## src/rtl/satalu_pkg.sv

```systemverilog
package satalu_pkg;

  typedef enum logic [1:0] {
    OP_ADD  = 2'b00,
    OP_SUB  = 2'b01,
    OP_DADD = 2'b10,
    OP_DSUB = 2'b11
  } satOp_e;

  typedef struct packed {
    logic loadEn;
    logic useDouble;
    logic doSub;
    logic clearFlag;
  } satCtrl_t;

endpackage

```

## src/rtl/satalu_ctrl.sv

```systemverilog
module satalu_ctrl
  import satalu_pkg::*;
(
  input  logic       inValid,
  input  logic [1:0] opCode,
  input  logic       clrSticky,
  output satCtrl_t   strobes
);

  always_comb begin
    strobes.loadEn    = inValid;
    strobes.clearFlag = clrSticky;
    strobes.useDouble = 1'b0;
    strobes.doSub     = 1'b0;
    case (satOp_e'(opCode))
      OP_ADD:  ;
      OP_SUB:  strobes.doSub = 1'b1;
      OP_DADD: strobes.useDouble = 1'b1;
      OP_DSUB: begin
        strobes.useDouble = 1'b1;
        strobes.doSub     = 1'b1;
      end
      default: ;
    endcase
  end

endmodule

```

## src/rtl/satalu_dpath.sv

```systemverilog
module satalu_dpath
  import satalu_pkg::*;
#(
  parameter int W = 32
) (
  input  logic         clk,
  input  logic         rst_n,
  input  satCtrl_t     strobes,
  input  logic [W-1:0] opA,
  input  logic [W-1:0] opB,
  output logic [W-1:0] result,
  output logic         resValid,
  output logic         stickySat
);

  localparam logic [W-1:0] MAX_POS = {1'b0, {(W-1){1'b1}}};
  localparam logic [W-1:0] MIN_NEG = {1'b1, {(W-1){1'b0}}};

  logic         dblOvf;
  logic [W-1:0] dblVal;
  logic [W-1:0] operand;
  logic [W:0]   extA;
  logic [W:0]   extB;
  logic [W:0]   wide;
  logic         sumOvf;
  logic [W-1:0] nextRes;
  logic         anyClamp;

  // Doubling stage: overflow when the two top bits differ.
  always_comb begin
    dblOvf  = opB[W-1] ^ opB[W-2];
    dblVal  = dblOvf ? (opB[W-1] ? MIN_NEG : MAX_POS) : {opB[W-2:0], 1'b0};
    operand = strobes.useDouble ? dblVal : opB;
  end

  // Add/subtract stage with one guard bit.
  always_comb begin
    extA     = {opA[W-1], opA};
    extB     = {operand[W-1], operand};
    wide     = strobes.doSub ? (extA - extB) : (extA + extB);
    sumOvf   = wide[W] ^ wide[W-1];
    nextRes  = sumOvf ? (wide[W] ? MIN_NEG : MAX_POS) : wide[W-1:0];
    anyClamp = sumOvf | (strobes.useDouble & dblOvf);
  end

  always_ff @(posedge clk) begin
    if (!rst_n) begin
      result    <= '0;
      resValid  <= 1'b0;
      stickySat <= 1'b0;
    end else begin
      resValid <= strobes.loadEn;
      if (strobes.loadEn) result <= nextRes;
      if (strobes.clearFlag) stickySat <= 1'b0;
      else if (strobes.loadEn && anyClamp) stickySat <= 1'b1;
    end
  end

endmodule

```

## src/rtl/sat_addsub_unit.sv

```systemverilog
module sat_addsub_unit
  import satalu_pkg::*;
#(
  parameter int W = 32
) (
  input  logic         clk,
  input  logic         rst_n,
  input  logic         inValid,
  input  logic [1:0]   opCode,
  input  logic [W-1:0] opA,
  input  logic [W-1:0] opB,
  input  logic         clrSticky,
  output logic [W-1:0] result,
  output logic         resValid,
  output logic         stickySat
);

  satCtrl_t strobes;

  satalu_ctrl u_ctrl (
    .inValid  (inValid),
    .opCode   (opCode),
    .clrSticky(clrSticky),
    .strobes  (strobes)
  );

  satalu_dpath #(.W(W)) u_dpath (
    .clk      (clk),
    .rst_n    (rst_n),
    .strobes  (strobes),
    .opA      (opA),
    .opB      (opB),
    .result   (result),
    .resValid (resValid),
    .stickySat(stickySat)
  );

endmodule

```

## config.mk

```make
export PLATFORM = sky130hd
export DESIGN_NAME = sat_addsub_unit
export DESIGN_NICKNAME = d
export VERILOG_FILES = /design/src/rtl/satalu_pkg.sv /design/src/rtl/satalu_ctrl.sv /design/src/rtl/satalu_dpath.sv /design/src/rtl/sat_addsub_unit.sv
export SDC_FILE = /design/constraint.sdc
export NUM_CORES = 1
export LEC_CHECK = 0
export ABC_AREA = 1
export CELL_PAD_IN_SITES_DETAIL_PLACEMENT = 1
export CELL_PAD_IN_SITES_GLOBAL_PLACEMENT = 1
export CORE_MARGIN = 5
export CORE_UTILIZATION = 35
export CTS_CLUSTER_DIAMETER = 60
export DETAILED_ROUTE_END_ITERATION = 8
export GPL_TIMING_DRIVEN = 0
export PLACE_DENSITY = 0.88
export SETUP_SLACK_MARGIN = 0.02
export SLEW_MARGIN = 20
export SYNTH_ARGS = -nofsm -noshare
export SYNTH_HDL_FRONTEND = slang
export SYNTH_SLANG_ARGS = --single-unit
```

## constraint.sdc

```tcl
create_clock -name clk -period 6 [get_ports clk]
set_input_delay 1.2 -clock clk [delete_from_list [all_inputs] [get_ports clk]]
set_output_delay 1.2 -clock clk [all_outputs]
set_load 0.03 [all_outputs]
```

==> impl_metrics.py <==
metrics = {
    "run_status": {
        "outcome": "completed",
    },
    "synthesis": {
        "syn_area_per_cell_um2": 5.90,
        "ys_warn_count": 0,
        "synth-main-ff-cell": "dfxtp_1",
        "synthArstFlopShare": 0,
        "synth_top_area_frac": 0.201,
        "synthTopCellsByCount": "nand2_1, a21oi_1, o21ai_0",
        "synth-edff-count": 0,
        "synth_area_leader_cell": "nand2_1",
        "syn_inst": 758,
        "synth_cell_types": 35,
        "syn_nets": 865,
        "ys_seq_area_frac": 0.152,
        "yosysMostFrequentCell": "nand2_1",
        "syn_area_um2": 4480,
        "ys_ff_latch": 34,
        "ys_top_cells_by_area": "nand2_1, dfxtp_1, ha_1, a21oi_1, o21ai_0",
    },
    "cells_and_area": {
        "area_growth_pct": 38.6,
        "drive_gt1_frac": 0.128,
        "n_antenna_cell": 0,
        "fill_cells": 1686,
        "fin_nets": 986,
    },
    "detailed_routing": {
        "dr.first_iter.drc_count": 145,
        "ant_nets": 0,
        "vias": 5259,
        "routed_wl_um": 16200,
        "drc": 0,
        "viasPerCell": 5.00,
        "wire_per_inst_um": 15.4,
        "first_pass_iters": 5,
    },
    "pwr": {
        "p_leak_uw": 0.00278,
        "seqPwrFrac": 0.187,
        "p_int_uw": 854,
        "ir_drop_mv": 0.132,
        "netSwitchingPower_uw": 707,
        "p_comb_frac": 0.628,
        "p_clk_frac": 0.186,
        "pwr_density_cell_nw_per_um2": 252,
        "swShare": 0.453,
    },
    "die": {
        "start_util": 0.356,
        "dieArea_um2": 15100,
        "die_h_um": 123,
        "die_x_um": 123,
        "row_count": 41,
        "core_um2": 12600,
        "num_io_pins": 104,
    },
    "clock_network": {
        "path_clk_slew_ns": 0.05,
        "numCtsBuffers": 5,
        "clk-insertion-delay-late_ns": 0.28,
        "cts.sinks": 34,
        "htree_levels": 2,
        "cts_hold_buffers": 0,
        "root_buffer": "clkbuf_16",
        "cts_buffer_depth": 2,
        "cts_tree": "built",
    },
    "worst_setup_path": {
        "end_kind": "flop",
        "slowest_delay_ns": 0.53,
        "cpMaxStageDelayCell": "clkdlybuf4s50_1",
        "r2r_slack_ns": 5.22,
        "r2r_start": "u_dpath.result[23]",
        "worstSetupPathType": "in -> reg",
        "cpMostUsedCell": "nand2_1",
        "start_kind": "input port",
        "r2r_end": "u_dpath.result[23]",
        "crit_family": "buffers and inverters",
        "arrival_ns": 5.85,
        "r2r_cells": 2,
        "path_buf_inv": 7,
        "critPathMaxFanout": 10,
        "critPathRequiredTime_ns": 6.20,
    },
    "placed_design": {
        "pre_cts_slack_ns": -0.756,
        "portBuffers": 102,
        "place_congestion": 0.872,
        "dp_hpwl_um": 13400,
    },
    "job": {
        "cap_violations": 0,
    },
    "timing": {
        "drv_slew": 0,
        "rsz0062_at_grt": "false",
        "finalHoldViolCount": 0,
        "relSlewSlack": 0.511,
        "setup_ws_ns": 0.353,
        "finalCritPeriodShare": 0.941,
        "hold_slack_ns": 0.447,
        "period_minus_slack_ns": 5.65,
        "max_slew.worst_pin.slew_ns": 0.726,
        "setup_violations": 0,
        "finalSetupTns_ns": 0,
        "skew_ns": 0,
        "fmax_mhz": 177,
    },
    "hold_path": {
        "hold_path_class": "reg -> reg",
        "hold_depth": 2,
        "min_to": "u_dpath.stickySat",
        "hold_start": "u_dpath.stickySat",
    },
    "global_routing": {
        "track_usage": 0.210,
        "grt_pass1_wl_um": 25800,
        "grt-ovfl-total": 0,
        "grt_antenna_before_repair": 0,
        "grt_max_degree": 11,
        "grt_pass1_vias": 5380,
    },
}
## final cells by class
cell class,instances,area (um^2),area share
clock inverters,1,30.0,0.00484
clock buffers,7,133,0.0214
repair buffers,114,1120,0.180
flip-flops and latches,34,681,0.110
plain buffers,24,139,0.0224
inverters,62,233,0.0375
multi-input cells,638,3660,0.590
well taps,172,215,0.0347
## layout by cell type, fill, tap and decap left out, drive strengths merged, types with 4 or more instances in the layout
master | netlist | routed
xnor2 | 31 | 31
nor3 | 6 | 6
xor2 | 25 | 25
inv | 61 | 61
dfxtp | 34 | 34
nor2 | 55 | 55
a21oi | 74 | 74
nand2 | 244 | 244
clkbuf | 10 | 18
o21bai | 4 | 4
a31oi | 4 | 4
clkdlybuf4s50 | 0 | 100
buf | 14 | 25
nand3 | 45 | 45
o21ai | 66 | 66
ha | 36 | 36
or2 | 29 | 29
nor4 | 4 | 4
a21o | 4 | 4
## flip-flops by register name, summed over array words and instances, names as in the netlist
name	flops
u_dpath.stickySat	1
u_dpath.resValid	1
u_dpath.result	32
## tightest hold or removal path, delay by kind of cell (launching register included)
kind | cells | cell delay (ns)
compound gates | 1 | 0.05
flops | 1 | 0.30
buf+inv | 1 | 0.05
## metrics by stage
step	util	instance area (um^2)	power, uW	cells
2_1_floorplan	-	4480	903	758
3_3_place_gp	0.454	5710	1180	1032
3_5_place_dp	0.454	5710	1200	1032
4_1_cts	0.476	5980	1520	1042
5_1_grt	0.494	6200	1680	1052
6_report	0.494	6200	1560	1052
## logic make-up (layout without fill, tap and decap cells)
kind of cell             Yosys count  in the layout  synth area share
adder cells (fa/ha/maj)           37             37             0.105
AND/OR/NAND/NOR                  387            387             0.365
flip-flops                        34             34             0.152
AO/OA/AOI/OAI                    158            158             0.187
buffers and inverters             86            208            0.0814
XOR/XNOR                          56             56             0.110
## power groups by stage
stage	clock network [uW]	logic, uW	registers, uW
finish	290	980	292
global route	301	1080	297
CTS	292	932	292
detailed placement	0	906	296
global placement	0	883	293
floorplan	0	527	376
## metal layers
| metal | part of all wire | global-route usage | vias up |
|---|---|---|---|
| li1 | - | - | 2713 |
| met1 | 0.46 | 0.274 | 2428 |
| met2 | 0.50 | 0.380 | 103 |
| met3 | 0.030 | 0.0146 | 15 |
| met4 | 0.012 | 0.0436 | 0 |
| met5 | 0 | 0 | - |
## worst max-delay path by stage
stage	endpoint	startpoint	depth (start not counted)
floorplan	u_dpath.result[0]	opB[30]	28
global placement	u_dpath.result[26]	opB[30]	31
detailed placement	u_dpath.result[0]	opB[30]	31
CTS	u_dpath.result[21]	opB[30]	34
global route	u_dpath.result[21]	opCode[1]	29
finish	u_dpath.result[21]	opCode[1]	29
## repair_timing
action	CTS	global route
pin swaps	2	18
endpoints found under the setup margin	32	32
setup buffers	2	10
gates resized for setup	25	44
No activity file was read; power rests on OpenSTA's default activity.
